===== config.mk =====
export PLATFORM = sky130hd
export DESIGN_NAME = tailcol_top
export DESIGN_NICKNAME = d
export VERILOG_FILES = /design/src/rtl/tailcol_pkg.sv /design/src/rtl/tailcol_modrm_rules.sv /design/src/rtl/tailcol_field_acc.sv /design/src/rtl/tailcol_top.sv
export SDC_FILE = /design/constraint.sdc
export NUM_CORES = 1
export LEC_CHECK = 0
export BUFFER_PORTS_ARGS = -buffer_cell sky130_fd_sc_hd__buf_2
export CORE_MARGIN = 3
export CORE_UTILIZATION = 30
export DETAILED_ROUTE_END_ITERATION = 8
export SLEW_MARGIN = 20
export SYNTH_ARGS = -nofsm -noshare
export SYNTH_HDL_FRONTEND = slang
export SYNTH_HIERARCHICAL = 1
export SYNTH_SLANG_ARGS = --single-unit

===== constraint.sdc =====
create_clock -name clk -period 8.57 [get_ports clk]
set_input_delay 0 -clock clk [delete_from_list [all_inputs] [get_ports clk]]
set_output_delay 0 -clock clk [all_outputs]
set_load 0.01 [all_outputs]

===== src/rtl/tailcol_pkg.sv =====
package tailcol_pkg;

    localparam int BYTE_W = 8;
    localparam int VAL_W  = 64;
    localparam int LEN_W  = 4;
    localparam int NBYTES = VAL_W / BYTE_W;
    localparam int CNT_W  = $clog2(NBYTES);

    typedef enum logic [1:0] {
        MAP_PRIMARY = 2'd0,
        MAP_ESC     = 2'd1,
        MAP_ESC38   = 2'd2,
        MAP_ESC3A   = 2'd3
    } opmap_e;

    typedef enum logic [2:0] {
        ST_IDLE,
        ST_MODRM,
        ST_SIB,
        ST_DISP,
        ST_IMM
    } phase_e;

    typedef struct packed {
        logic [1:0] md;
        logic [2:0] reg_f;
        logic [2:0] rm;
    } modrm_t;

    typedef struct packed {
        opmap_e     map;
        logic [7:0] opc;
        logic [1:0] op_log;
        logic       a16;
    } ctx_t;

    // Pick the first field still owed, or idle when none remain.
    function automatic phase_e route(input logic sib,
                                     input logic [LEN_W-1:0] dl,
                                     input logic [LEN_W-1:0] il);
        if (sib)
            return ST_SIB;
        else if (dl != '0)
            return ST_DISP;
        else if (il != '0)
            return ST_IMM;
        else
            return ST_IDLE;
    endfunction

    function automatic logic [VAL_W-1:0] sext_disp(input logic [VAL_W-1:0] v,
                                                   input logic [LEN_W-1:0] len);
        case (len)
            4'd1:    return {{56{v[7]}},  v[7:0]};
            4'd2:    return {{48{v[15]}}, v[15:0]};
            4'd4:    return {{32{v[31]}}, v[31:0]};
            default: return v;
        endcase
    endfunction

    function automatic logic [VAL_W-1:0] sext_imm(input logic [VAL_W-1:0] v,
                                                  input logic [LEN_W-1:0] len);
        case (len)
            4'd1:    return {{56{v[7]}},  v[7:0]};
            4'd2:    return {48'd0, v[15:0]};
            4'd4:    return {{32{v[31]}}, v[31:0]};
            default: return v;
        endcase
    endfunction

    function automatic logic [LEN_W-1:0] log_to_len(input logic [1:0] lg);
        return LEN_W'(1) << lg;
    endfunction

endpackage


===== src/rtl/tailcol_modrm_rules.sv =====
module tailcol_modrm_rules
    import tailcol_pkg::*;
(
    input  modrm_t           mrm,
    input  logic             a16,
    input  opmap_e           map,
    input  logic [7:0]       opc,
    input  logic [1:0]       op_log,
    input  logic [LEN_W-1:0] imm_in,
    output logic             need_sib,
    output logic [LEN_W-1:0] disp_len,
    output logic [LEN_W-1:0] imm_len
);
    logic [LEN_W-1:0] wide_len;
    logic [LEN_W-1:0] op_len;

    always_comb begin
        wide_len = a16 ? LEN_W'(2) : LEN_W'(4);
        if (mrm.md == 2'd2)
            disp_len = wide_len;
        else if (mrm.md == 2'd1)
            disp_len = LEN_W'(1);
        else if (mrm.md == 2'd0 && ((a16 && mrm.rm == 3'd6) || (!a16 && mrm.rm == 3'd5)))
            disp_len = wide_len;
        else
            disp_len = '0;

        need_sib = !a16 && (mrm.rm == 3'd4) && (mrm.md != 2'd3);

        // Group-3 TEST carries an immediate that its siblings lack.
        op_len  = log_to_len(op_log);
        imm_len = imm_in;
        if (map == MAP_PRIMARY && mrm.reg_f[2:1] == 2'b00) begin
            if (opc == 8'hF6)
                imm_len = LEN_W'(1);
            else if (opc == 8'hF7)
                imm_len = (op_len == LEN_W'(8)) ? LEN_W'(4) : op_len;
        end
    end
endmodule


===== src/rtl/tailcol_field_acc.sv =====
module tailcol_field_acc #(
    parameter int VW = 64,
    parameter int BW = 8
) (
    input  logic          clk,
    input  logic          rst,
    input  logic          clear,
    input  logic          take,
    input  logic [BW-1:0] byte_in,
    output logic [$clog2(VW/BW)-1:0] cnt,
    output logic [VW-1:0] merged
);
    logic [VW-1:0] acc_q;

    // Current value with the incoming byte dropped into its slot.
    always_comb begin
        merged = acc_q;
        merged[cnt*BW +: BW] = byte_in;
    end

    always_ff @(posedge clk) begin
        if (rst || clear) begin
            acc_q <= '0;
            cnt   <= '0;
        end else if (take) begin
            acc_q <= merged;
            cnt   <= cnt + 1'b1;
        end
    end
endmodule


===== src/rtl/tailcol_top.sv =====
module tailcol_top
    import tailcol_pkg::*;
(
    input  logic        clk,
    input  logic        rst,
    input  logic        start,
    input  logic [1:0]  op_map,
    input  logic [7:0]  opcode,
    input  logic [1:0]  op_size_log,
    input  logic [1:0]  addr_size_log,
    input  logic        has_modrm,
    input  logic [3:0]  imm_len_in,
    input  logic        byte_valid,
    input  logic [7:0]  byte_in,
    output logic        busy,
    output logic [7:0]  modrm_out,
    output logic [7:0]  sib_out,
    output logic [63:0] disp_out,
    output logic [3:0]  disp_len_out,
    output logic [63:0] imm_out,
    output logic        done
);
    phase_e           state_q, nxt;
    ctx_t             ctx_q;
    logic [LEN_W-1:0] dlen_q, ilen_q;
    logic             mod0_q;
    logic             fin;
    logic             take, start_ok;
    logic             last_d, last_i;
    logic             acc_take, acc_clear;
    logic [LEN_W-1:0] sib_dlen;
    logic [CNT_W-1:0] cnt;
    logic [VAL_W-1:0] merged;
    logic             r_sib;
    logic [LEN_W-1:0] r_dlen, r_ilen;

    tailcol_modrm_rules u_rules (
        .mrm      (modrm_t'(byte_in)),
        .a16      (ctx_q.a16),
        .map      (ctx_q.map),
        .opc      (ctx_q.opc),
        .op_log   (ctx_q.op_log),
        .imm_in   (ilen_q),
        .need_sib (r_sib),
        .disp_len (r_dlen),
        .imm_len  (r_ilen)
    );

    tailcol_field_acc #(.VW(VAL_W), .BW(BYTE_W)) u_acc (
        .clk     (clk),
        .rst     (rst),
        .clear   (acc_clear),
        .take    (acc_take),
        .byte_in (byte_in),
        .cnt     (cnt),
        .merged  (merged)
    );

    always_comb begin
        busy     = (state_q != ST_IDLE);
        take     = byte_valid && busy;
        start_ok = start && !busy;
        last_d   = (LEN_W'(cnt) + LEN_W'(1)) == dlen_q;
        last_i   = (LEN_W'(cnt) + LEN_W'(1)) == ilen_q;
        sib_dlen = (mod0_q && byte_in[2:0] == 3'd5) ? LEN_W'(4) : dlen_q;
        acc_take  = take && (state_q == ST_DISP || state_q == ST_IMM);
        acc_clear = start_ok
                  || (take && state_q == ST_DISP && last_d)
                  || (take && state_q == ST_IMM  && last_i);

        nxt = state_q;
        fin = 1'b0;
        case (state_q)
            ST_IDLE: if (start_ok) begin
                nxt = has_modrm ? ST_MODRM : route(1'b0, '0, imm_len_in);
                fin = (nxt == ST_IDLE);
            end
            ST_MODRM: if (take) begin
                nxt = route(r_sib, r_dlen, r_ilen);
                fin = (nxt == ST_IDLE);
            end
            ST_SIB: if (take) begin
                nxt = route(1'b0, sib_dlen, ilen_q);
                fin = (nxt == ST_IDLE);
            end
            ST_DISP: if (take && last_d) begin
                nxt = route(1'b0, '0, ilen_q);
                fin = (nxt == ST_IDLE);
            end
            ST_IMM: if (take && last_i) begin
                nxt = ST_IDLE;
                fin = 1'b1;
            end
            default: nxt = ST_IDLE;
        endcase
    end

    always_ff @(posedge clk) begin
        if (rst) begin
            state_q      <= ST_IDLE;
            ctx_q        <= '0;
            dlen_q       <= '0;
            ilen_q       <= '0;
            mod0_q       <= 1'b0;
            modrm_out    <= '0;
            sib_out      <= '0;
            disp_out     <= '0;
            disp_len_out <= '0;
            imm_out      <= '0;
            done         <= 1'b0;
        end else begin
            state_q <= nxt;
            done    <= fin;
            case (state_q)
                ST_IDLE: if (start_ok) begin
                    ctx_q.map    <= opmap_e'(op_map);
                    ctx_q.opc    <= opcode;
                    ctx_q.op_log <= op_size_log;
                    ctx_q.a16    <= (addr_size_log == 2'd1);
                    ilen_q       <= imm_len_in;
                    dlen_q       <= '0;
                    mod0_q       <= 1'b0;
                    modrm_out    <= '0;
                    sib_out      <= '0;
                    disp_out     <= '0;
                    disp_len_out <= '0;
                    imm_out      <= '0;
                end
                ST_MODRM: if (take) begin
                    modrm_out <= byte_in;
                    dlen_q    <= r_dlen;
                    ilen_q    <= r_ilen;
                    mod0_q    <= (byte_in[7:6] == 2'd0);
                end
                ST_SIB: if (take) begin
                    sib_out <= byte_in;
                    dlen_q  <= sib_dlen;
                end
                ST_DISP: if (take && last_d) begin
                    disp_out     <= sext_disp(merged, dlen_q);
                    disp_len_out <= dlen_q;
                end
                ST_IMM: if (take && last_i) begin
                    imm_out <= sext_imm(merged, ilen_q);
                end
                default: ;
            endcase
        end
    end

    // a stalled stream freezes progress and results
    a_r10_hold_on_stall: assert property (@(posedge clk) disable iff (rst)
        (busy && !byte_valid) |=> ($stable(state_q) && $stable(disp_out) && $stable(imm_out)));

    // 16-bit addressing never visits the SIB stage
    a_r3_no_sib_16: assert property (@(posedge clk) disable iff (rst)
        (state_q == ST_MODRM && ctx_q.a16) |=> (state_q != ST_SIB));

    // 16-bit addressing never produces a 4-byte displacement
    a_r1_len16: assert property (@(posedge clk) disable iff (rst)
        (ctx_q.a16 && state_q == ST_DISP) |-> (dlen_q != LEN_W'(4)));

    // mod 0 with SIB base 5 always moves on to a displacement
    a_r4_base5_disp: assert property (@(posedge clk) disable iff (rst)
        (state_q == ST_SIB && byte_valid && mod0_q && byte_in[2:0] == 3'd5) |=> (state_q == ST_DISP));

    // byte count stays below the field length while gathering
    a_r9_cnt_disp: assert property (@(posedge clk) disable iff (rst)
        (state_q == ST_DISP) |-> (LEN_W'(cnt) < dlen_q));
    a_r9_cnt_imm: assert property (@(posedge clk) disable iff (rst)
        (state_q == ST_IMM) |-> (LEN_W'(cnt) < ilen_q));

    // completion is only reported once collection has stopped
    a_r6_done_idle: assert property (@(posedge clk) disable iff (rst)
        done |-> (state_q == ST_IDLE));

endmodule


==> summary.txt, run 1 <==
status: finished clean
initial core utilization: 30.6%
Hold Path Cell Cnt: 5
first-pass GRT wire length: 61.3 mm
Req. time, crit path: 9.06 ns
post-DP HPWL: 26.5 mm
Critical Path AT: 4.89 ns
Top cell by count, worst path: o21ai_0
Setup Total Neg Slack: 0 ns
RD Place Congestion: 0.887
smallest hold slack: 0.139 ns
gr usage total: 18.5%
Synth top area share: 41.6%
synth cell count leaders: dfxtp_1 (241), o21ai_0 (181), nand2_1 (173)
Final period util: 51.3%
kind of critical path: reg -> reg
max-slew violations: 0
IO Port Bufs: 180
Worst Skew: 0.0124 ns
CP Capture Type: flip-flop
Core Box Area: 0.0378 sq mm
Final Critical Period: 4.39 ns
count leader, synth: dfxtp_1
Lkg Pwr: 0.00530 uW
Post-synth ARST share: 0%
worst reg2reg setup slack: 4.18 ns
Antenna Cells: 0
clock net sink count: 241
VDD IR max: 146 uV
WP buf/inv: 2
post-synth cell types: 74
register area share after synthesis: 41.6%
critical path fanouts, max: 33
Cells after Synth: 1396
Placed Cells: 1963
Power Density: 243 mW/mm^2
startpoint types: flip-flop
placed cell areas: 0.0127 sq mm
Die Footprint: 0.0411 sq mm
post-route ant nets: 0
drt first pass iters: 5
grt total ovfl: 0
area delta synth->final: 20.8%
Power, Total: 3400 uW
Nets: 1548
Fillers: 3971
Synth Register Bits: 241
number of global-route vias before repair: 10300
clock-pin slew on the worst setup and hold paths: 0.06 ns
drt drc: 0
Critical Path Max Stage Delay: 0.68 ns
Final Non-Filler Cells: 2046
most used flip-flop cell after synthesis: dfxtp_1
largest area contributor in the netlist: dfxtp_1
number of synthesized flops with an enable pin: 0
clk_lat worst skew: 0.57 ns
Root Buffer Master: clkbuf_16
Design Area, Final: 0.0140 sq mm
layout cells sized above 1: 20.8%
Cell Chain, Critical Path: buf_4, inv_1, ha_1, ha_1, nand4b_1, o21ai_0, nand3b_1, a21boi_2, o311a_2, o21ai_0, o21ai_0
syn avg cell area: 8.31 sq um
Yosys warnings: 6
IO Pins: 181
# rows: 71
largest net degree at the start of global routing: 93
relative slew slack: 27.9%
RSZ-0062 raised after global routing: false
1st-iter DRT viols: 934
Top Family by Delay on Critical Path: compound AO/OA/AOI/OAI gates
slowest cell on the critical path: o311a_2
r2r worst-path depth: 11
Max H-tree Level: 1
clk buf depth: 3
Syn Nets: 1432
TritonCTS clock tree: done
CTS Buf Count: 29
min-delay worst type: in -> reg
final WL: 39.6 mm
synthesized cell area: 0.0116 sq mm
final setup vio count: 0
antenna violations before repair: 0
Worst-Margin Slew: 1.08 ns
Final Hold Viols: 0
cell count along the critical path: 11
Die W: 203 microns
DR vias: 11000
Area contributors post-synth: dfxtp_1 (42%), o21ai_0 (7.8%), nand2_1 (5.6%)
Die H: 203 microns
max capacitance violation total: 0
Vias per Instance: 5.37
post-CTS setup buffer count: 0
max frequency: 0.228 GHz
wire per inst: 19.4 microns
-- cell usage in the layout, fill, tap and decap left out, types with 6 or more instances in the layout --
cell,count
o21ai_1,17
clkbuf_16,29
clkinv_2,6
buf_4,14
o21ai_0,181
nand4_1,91
inv_1,11
nor3b_1,14
nand2_1,172
a31o_1,11
a21boi_0,15
clkbuf_8,7
nor2_1,23
buf_2,180
o31ai_1,11
or3_1,18
mux2i_1,56
nand3_1,94
a21oi_1,117
nor3_1,9
mux2_2,33
dfxtp_1,241
nor2b_1,10
a211oi_1,19
dlygate4sd3_1,29
a21o_1,8
-- power breakdown --
part           total [uW]  switching (uW)  internal (uW)  leakage [uW]
registers            1250            73.9           1170       0.00194
clock network        1340             505            834      0.000520
logic                 817             601            216       0.00283
-- cells by family after synthesis --
kind of cell | share of synthesized area, %
AOI/OAI and AO/OA | 20.0
xor gates and xnor gates | 0.820
adders and majority gates | 0.539
buffers and inverters | 5.83
DFF | 41.6
muxes | 8.23
other | 0.0323
and+or+nand+nor | 23.0
-- worst paths after layout --
| check | start | endpoint |
|---|---|---|
| hold / removal | start | dlen_q[3]$_SDFFE_PP0P_ |
| setup reg to reg | u_acc/cnt[0]$_SDFFE_PP0P_ | disp_out[58]$_SDFFE_PP0P_ |
| setup / recovery | u_acc/cnt[0]$_SDFFE_PP0P_ | disp_out[58]$_SDFFE_PP0P_ |
| hold reg to reg | ctx_q[10]$_SDFFE_PP0P_ | ctx_q[10]$_SDFFE_PP0P_ |
-- worst reg2reg max path: cells and delay by family, from the launching register on --
kind / cells / cell delay [ns]
fa+ha+maj: 2 / 0.76
simple gates: 2 / 0.68
compound gates: 5 / 2.18
flops: 1 / 0.30
buf+inv: 2 / 0.40
-- area by class of cell --
type / count / area (sq um) / area share (%)
multi-input combinational: 1005 / 6150 / 43.9
sequential: 241 / 4820 / 34.4
timing repair buffer: 223 / 1300 / 9.25
clock buffer: 39 / 833 / 5.95
tap: 511 / 639 / 4.56
clock inverter: 15 / 224 / 1.60
inverter: 12 / 45.0 / 0.322
-- through the flow --
stage | setup slack, ns | utilization, %
floorplan | 4.92 | -
global placement | 3.73 | 33.4
detailed placement | 4.01 | 33.4
CTS | 4.01 | 37.0
global route | 3.77 | 37.0
finish | 4.18 | 37.0
-- sequential cells by signal, summed over array words and instances (netlist names), 3 cells and up --
register      cells
u_acc/cnt         3
state_q           3
ctx_q            13
disp_len_out      4
sib_out           8
u_acc/acc_q      64
dlen_q            4
modrm_out         8
ilen_q            4
disp_out         64
imm_out          64
-- per-layer routing --
layer / vias to the layer above / share of wire [%] / track usage, %
met5: - / 0 / 0
met4: 0 / 3.2 / 5.69
met1: 5207 / 44 / 25.4
li1: 5298 / - / -
met2: 405 / 45 / 29.0
met3: 70 / 7.4 / 4.09
-- timing repair --
| item | 4_1_cts | 5_1_grt |
|---|---|---|
| hold endpoints to repair | 72 | 0 |
| hold buffers | 29 | 0 |
| endpoints found under the setup margin | 0 | 0 |
| gates resized for setup | 0 | 0 |
Power figures use the tool's default switching activity.
==> run 2: changes to the inputs <==
clock period = 3.8 ns   (was 8.57 ns; I/O delays follow)
==> run 2 against run 1 <==
Net effect:
- clock power is 100% higher
- global-route usage is 0.32 points higher
- register-to-register slack worse by 3.8 ns
- hold slack worse by 0.075 ns
- critical endpoint is now u_acc/acc_q[55]$_SDFFE_PP0P_
- final cell count is 0.98% higher
- maximum frequency is 29% higher
- combinational power is 140% higher
==> summary.txt, run 2 (synthesis gave the netlist of run 1 again) <==
RD Place Congestion: 0.882 (-0.63%)
max-slew violations: 0 (unchanged)
met3 wire len: 2.30 mm (-22%)
DR vias: 11200 (+1.6%)
Final Non-Filler Cells: 2066 (+0.98%)
VDD IR max: 474 uV (+220%)
post-CTS resize count: 0 (unchanged)
Worst Skew: 0.0144 ns (+0.00208 ns)
DR top layer: met4
Die W: 203 microns (unchanged)
initial core utilization: 30.6% (unchanged)
smallest hold slack: 0.0635 ns (-0.0754 ns)
Root Buffer Master: clkbuf_16
Die H: 203 microns (unchanged)
number of global-route vias before repair: 10800 (+4.6%)
worst r2r dst: u_acc/acc_q[55]$_SDFFE_PP0P_
min-delay worst type: in -> reg
Endpoint, Worst Hold: modrm_out[4]$_SDFFE_PP0P_
max frequency: 0.293 GHz (+29%)
Setup Total Neg Slack: 0 ns (unchanged)
Final period util: 89.8% (+39 points)
Max H-tree Level: 1 (unchanged)
M1 WL: 17.7 mm (+1.0%)
Final Critical Period: 3.41 ns (-0.981 ns)
startpoint types: flip-flop
HP Start: byte_valid
Nets: 1568 (+1.3%)
Placed Cells: 1983 (+1.0%)
Vias per Instance: 5.40 (+0.66%)
IO Port Bufs: 180 (unchanged)
CP Capture Type: flip-flop
final setup vio count: 0 (unchanged)
TritonCTS clock tree: done
Core Box Area: 0.0378 sq mm (unchanged)
r2r startpoint: u_acc/cnt[1]$_SDFFE_PP0P_
Top Registers: disp_out x64, imm_out x64, u_acc/acc_q x64
Lkg Pwr: 0.00534 uW (+0.88%)
drt drc: 0 (unchanged)
Critical Path AT: 3.89 ns (-1.00 ns)
grt total ovfl: 0 (unchanged)
post-DP HPWL: 27.4 mm (+3.2%)
clock net sink count: 241 (unchanged)
wire per inst: 19.5 microns (+0.85%)
most common cell after layout, fill and taps aside: dfxtp_1
clk_lat worst skew: 0.56 ns (about the same)
placed cell areas: 0.0128 sq mm (+1.3%)
status: finished clean
Antenna Cells: 0 (unchanged)
# rows: 71 (unchanged)
worst reg2reg setup slack: 0.39 ns (-3.79 ns)
1st-iter DRT viols: 817 (-13%)
Worst-Margin Slew: 1.08 ns (-0.00168 ns)
Hold Path Cell Cnt: 5 (unchanged)
r2r worst-path depth: 9 (-2)
post-CTS setup buffer count: 0 (unchanged)
relative slew slack: 28.0% (+0.11 points)
first-pass GRT wire length: 62.5 mm (+1.9%)
final WL: 40.4 mm (+1.8%)
critical path fanouts, max: 44 (+33%)
gr usage total: 18.8% (+0.32 points)
post-route ant nets: 0 (unchanged)
Die Footprint: 0.0411 sq mm (unchanged)
met2 WL post-DR: 19.3 mm (+7.9%)
Power Density: 529 mW/mm^2 (+120%)
RSZ-0062 raised after global routing: false
area delta synth->final: 21.1%
max capacitance violation total: 0 (unchanged)
largest net degree at the start of global routing: 92 (-1.1%)
CTS Buf Count: 29 (unchanged)
clock-pin slew on the worst setup and hold paths: 0.06 ns (about the same)
highest-count cells in the layout ignoring fill and taps: dfxtp_1 (241), o21ai_0 (181), buf_2 (180)
kind of critical path: reg -> reg
drt first pass iters: 5 (unchanged)
IO Pins: 181 (unchanged)
clk buf depth: 3 (unchanged)
Design Area, Final: 0.0140 sq mm (+0.25%)
layout cells sized above 1: 21.6% (+0.76 points)
Req. time, crit path: 4.27 ns (-4.79 ns)
Critical path origin: u_acc/cnt[1]$_SDFFE_PP0P_
Final Hold Viols: 0 (unchanged)
antenna violations before repair: 0 (unchanged)
-- run 2: cell types whose count changed in the layout (fill, tap and decap cells not counted), sizes merged --
cell      before  now
clkinv         7   11
clkinvlp       2    3
buf          194  214
bufinv         5    1
clkbuf        39   38
-- run 2: power by group --
part           leakage [uW]  switching, uW  total [uW]  internal, uW
sequential          0.00194            110        2760          2650
combinational       0.00294           1450        1990           540
clock              0.000460           1120        2680          1560
total               0.00534           2680        7430          4740
-- run 2: what timing repair did --
item,4_1_cts,5_1_grt
hold buffers,29,0
endpoints found under the hold margin,60,0
endpoints found under the setup margin,0,0
-- run 2: stage by stage --
step                      util (%)  power, uW  setup WS, ns
after floorplan                  -       4150         0.152
after global placement        33.9       4720         0.556
after detailed placement      33.9       4760         0.440
after CTS                     37.1       7470         0.432
after global routing          37.1       7750        0.0927
final                         37.1       7430         0.388
-- run 2: worst max-delay path by stage --
stage / endpoint / slack, ns / cells past startpoint
after CTS: u_acc/acc_q[55]$_SDFFE_PP0P_ / 0.43 / 10
after global placement: u_acc/acc_q[54]$_SDFFE_PP0P_ / 0.56 / 10
after detailed placement: u_acc/acc_q[55]$_SDFFE_PP0P_ / 0.44 / 10
after global routing: u_acc/acc_q[55]$_SDFFE_PP0P_ / 0.09 / 9
final: u_acc/acc_q[55]$_SDFFE_PP0P_ / 0.39 / 9
after floorplan: disp_out[27]$_SDFFE_PP0P_ / 0.15 / 15
-- run 2: routing by layer --
layer | up-vias | track usage (%)
li1 | 5339 | -
met1 | 5405 | 25.1
met2 | 348 | 31.3
met3 | 69 | 3.13
met4 | 0 | 5.30
met5 | - | 0
-- run 2: cell type report --
class	instances	area [sq um]
clock buffers	38	800
repair buffers	243	1460
fillers	3965	23800
flip-flops and latches	241	4820
inverters	12	45.0
clock inverters	16	135
well taps	511	639
multi-input cells	1005	6140
-- run 2: critical path: stages (launching register included) --
cell and delay [ns]:
dfxtp_1 0.54, ha_1 0.32, xor2_1 0.22, nor3_1 0.15
o311ai_4 0.32, nand2_1 0.19, nor2_4 0.76, buf_4 0.49
nand2_1 0.14, mux2i_1 0.16
==> run 3: changes to the inputs <==
SYNTH_HIERARCHICAL = not set   (was 1)
==> run 3 against run 2 <==
Net effect:
- sequential power is essentially flat
- non-clock buffer count is the same
- clock-buffer cell count shrank 2
- sequential share of layout area grew 1.9 points
- clock power shrank 4%
- sequential cell count is the same
- critical path type unchanged
- die area shrank 6.7%
- maximum frequency shrank 1.7%
- via count shrank 12%
==> summary.txt, run 3 <==
status: finished clean
1st-iter DRT viols: 586 (-28%)
Power, Total: 6920 uW (-6.8%)
clk buf depth: 3 (unchanged)
Compound-Gate Fraction of Synth Area: 18.9% (-1.1 points)
first-pass GRT wire length: 55.0 mm (-12%)
max-slew violations: 0 (unchanged)
min-delay worst type: in -> reg
Worst-Margin Slew: 0.803 ns (-0.277 ns)
Endpoint, Worst Hold: state_q[0]$_SDFFE_PP0P_
fin util: 38.1% (+0.96 points)
Max H-tree Level: 1 (unchanged)
most used flip-flop cell after synthesis: dfxtp_1
Cell Chain, Critical Path: inv_1, ha_1, ha_1, or4b_1, o21ai_2, nand4_1, o211ai_1, a21oi_1, dlygate4sd3_1
Critical Path Max Stage Delay: 0.59 ns (-0.17 ns)
Req. time, crit path: 4.23 ns (-0.04 ns)
fin worst setup slack: 0.327 ns (-0.0604 ns)
Fillers: 3565 (-10%)
Area contributors post-synth: dfxtp_1 (45%), mux2i_1 (9.7%), a21oi_1 (5.7%)
slowest cell on the critical path: or4b_1
Reg area: 0.00482 sq mm (unchanged)
final setup vio count: 0 (unchanged)
highest-count cells in the layout ignoring fill and taps: dfxtp_1 (241), buf_2 (179), nand2_1 (165)
Core Box Area: 0.0350 sq mm (-7.6%)
Die H: 196 microns (-3.4%)
number of global-route vias before repair: 9523 (-12%)
relative slew slack: 46.3% (+18 points)
antenna violations before repair: 0 (unchanged)
Synth top area share: 44.7% (+3.1 points)
IO Pins: 181 (unchanged)
post-synth cell types: 65 (-12%)
r2r startpoint: u_acc.cnt[0]$_SDFFE_PP0P_
post-route ant nets: 0 (unchanged)
final WL: 35.8 mm (-11%)
drt drc: 0 (unchanged)
Post-Place Worst Slack: 0.539 ns (+0.0993 ns)
initial core utilization: 30.9% (+0.23 points)
Post-Synth XOR/XNOR Area: 0.811% (-0.0088 points)
count leader, synth: dfxtp_1
Seq pwr share: 39.8% (+2.7 points)
CP Capture Type: flip-flop
area delta synth->final: 23.3%
Final Hold Viols: 0 (unchanged)
syn avg cell area: 8.52 sq um (+2.5%)
Setup Total Neg Slack: 0 ns (unchanged)
synthesized cell area: 0.0108 sq mm (-6.9%)
Nets: 1458 (-7.0%)
CTS Buf Count: 28 (-3.4%)
largest net degree at the start of global routing: 86 (-6.5%)
Final Non-Filler Cells: 1894 (-8.3%)
Post-synth ARST share: 0% (unchanged)
max capacitance violation total: 0 (unchanged)
TritonCTS clock tree: done
wire per inst: 18.9 microns (-3.1%)
register area share after synthesis: 44.7% (+3.1 points)
HP Start: has_modrm
clock-pin slew on the worst setup and hold paths: 0.06 ns (about the same)
Vias per Instance: 5.21 (-3.6%)
grt total ovfl: 0 (unchanged)
post-DP HPWL: 23.9 mm (-13%)
gr usage total: 17.8% (-1.0 points)
Top Registers: disp_out x64, imm_out x64, u_acc.acc_q x64
largest area contributor in the netlist: dfxtp_1
Hold Path Cell Cnt: 5 (unchanged)
Yosys warnings: 0 (-6)
Syn Nets: 1302 (-9.1%)
Synth Area in Adders: 0.348% (-0.19 points)
Placed Cells: 1819 (-8.3%)
largest family of logic cells by synthesized area: simple AND/OR/NAND/NOR gates
Top Family by Delay on Critical Path: simple AND/OR/NAND/NOR gates
Die W: 196 microns (-3.4%)
layout cells sized above 1: 19.7% (-1.9 points)
Top cell by count, worst path: ha_1
worst reg2reg setup slack: 0.33 ns (-0.06 ns)
Logic pwr share: 23.2% (-3.6 points)
post-CTS setup buffer count: 0 (unchanged)
switching part of the total: 33.8% (-2.4 points)
drt first pass iters: 5 (unchanged)
DR vias: 9862 (-12%)
RSZ-0062 raised after global routing: false
Synth Register Bits: 241 (unchanged)
r2r worst-path depth: 9 (unchanged)
Die Footprint: 0.0383 sq mm (-6.7%)
Final period util: 91.4% (+1.6 points)
clock net sink count: 241 (unchanged)
number of synthesized flops with an enable pin: 0 (unchanged)
# rows: 68 (-4.2%)
Power Density: 520 mW/mm^2 (-1.7%)
synth cell count leaders: dfxtp_1 (241), nand2_1 (165), a21oi_1 (124)
startpoint types: flip-flop
worst r2r dst: imm_out[15]$_SDFFE_PP0P_
Psw: 2340 uW (-13%)
critical path fanouts, max: 11 (-75%)
RD Place Congestion: 0.847 (-3.9%)
Antenna Cells: 0 (unchanged)
post-synthesis simple-gate area fraction: 20.0% (-3.0 points)
VDD IR max: 399 uV (-16%)
Critical Path AT: 3.90 ns (about the same)
Final Critical Period: 3.47 ns (+0.0604 ns)
clk_lat worst skew: 0.54 ns (-0.02 ns)
cell count along the critical path: 9 (unchanged)
WP buf/inv: 2 (+1)
mux cell area share after synthesis: 10.6% (+2.3 points)
Worst Skew: 0.0111 ns (-0.00338 ns)
Internal: 4580 uW (-3.4%)
clock power share: 37.0% (+0.9 points)
area of the multi-input gates: 0.00555 sq mm (-9.7%)
most common cell after layout, fill and taps aside: dfxtp_1
max frequency: 0.288 GHz (-1.7%)
Cells after Synth: 1268 (-9.2%)
Root Buffer Master: clkbuf_16
Lkg Pwr: 0.00590 uW (+10%)
IO Port Bufs: 180 (unchanged)
kind of critical path: reg -> reg
run 3: changes by cell type in the layout (fill, tap and decap cells not counted), moves of 25 or more:
cell,previous run,this run
mux2i_1,56,105
a22o_1,3,33
nor2_1,23,107
o2bb2ai_1,0,33
mux2_2,33,8
o21ai_0,181,36
nand4_1,91,13
run 3: metal layers:
metal	wire [microns]	share of wire, %	vias up	GRT usage (%)
met5	0	0	-	0
met4	938	2.6	0	4.57
met1	16800	47	4729	24.7
met3	1780	5.0	47	2.25
met2	16300	46	284	29.3
li1	-	-	4802	-
run 3: tightest hold or removal path: stages:
cell and delay [ns]:
buf_2 0.11, nor2_1 0.11, a2111oi_0 0.08, o21ai_0 0.17, mux2i_1 0.08
run 3: kinds of logic (layout without fill, tap and decap cells):
family                     count (synthesis)  after routing
AOI/OAI and AO/OA                        309            309
xor gates and xnor gates                  10             10
adders and majority gates                  3              3
buffers and inverters                    130            301
DFF                                      241            241
muxes                                    113            113
and+or+nand+nor                          462            462
run 3: power groups by stage:
| stage | clock network [uW] | registers [uW] | logic (uW) |
|---|---|---|---|
| floorplan | 0 | 2700 | 1150 |
| global placement | 0 | 2800 | 1550 |
| detailed placement | 0 | 2800 | 1570 |
| CTS | 2620 | 2750 | 1610 |
| global route | 2700 | 2770 | 1770 |
| finish | 2560 | 2750 | 1610 |
run 3: timing repair:
action | 4_1_cts | 5_1_grt
gates resized for setup | 0 | 0
hold endpoints to repair | 65 | 0
hold buffers | 30 | 0
run 3: worst max path at each step:
| stage | startpoint | to | slack [ns] |
|---|---|---|---|
| after floorplan | u_acc.cnt[0]$_SDFFE_PP0P_ | imm_out[54]$_SDFFE_PP0P_ | 0.46 |
| after global placement | u_acc.cnt[0]$_SDFFE_PP0P_ | imm_out[16]$_SDFFE_PP0P_ | 0.60 |
| after detailed placement | u_acc.cnt[0]$_SDFFE_PP0P_ | disp_out[62]$_SDFFE_PP0P_ | 0.54 |
| after CTS | u_acc.cnt[0]$_SDFFE_PP0P_ | imm_out[15]$_SDFFE_PP0P_ | 0.37 |
| after global routing | u_acc.cnt[0]$_SDFFE_PP0P_ | imm_out[15]$_SDFFE_PP0P_ | 0.14 |
| final | u_acc.cnt[0]$_SDFFE_PP0P_ | imm_out[15]$_SDFFE_PP0P_ | 0.33 |
run 3: through the flow:
stage          hold WS (ns)  cell area, sq um
2_1_floorplan         0.136             10800
3_3_place_gp          0.243             12100
3_5_place_dp          0.249             12100
4_1_cts              0.0329             13300
5_1_grt               0.128             13300
6_report             0.0850             13300
run 3: cell type report:
type                            instances  share of cell area [%]
Inverter                               13                   0.367
Tap cell                              455                    4.28
Multi-Input combinational cell        897                    41.7
Clock buffer                           36                    5.79
Timing Repair Buffer                  243                    11.0
Sequential cell                       241                    36.2
Clock inverter                          9                   0.686
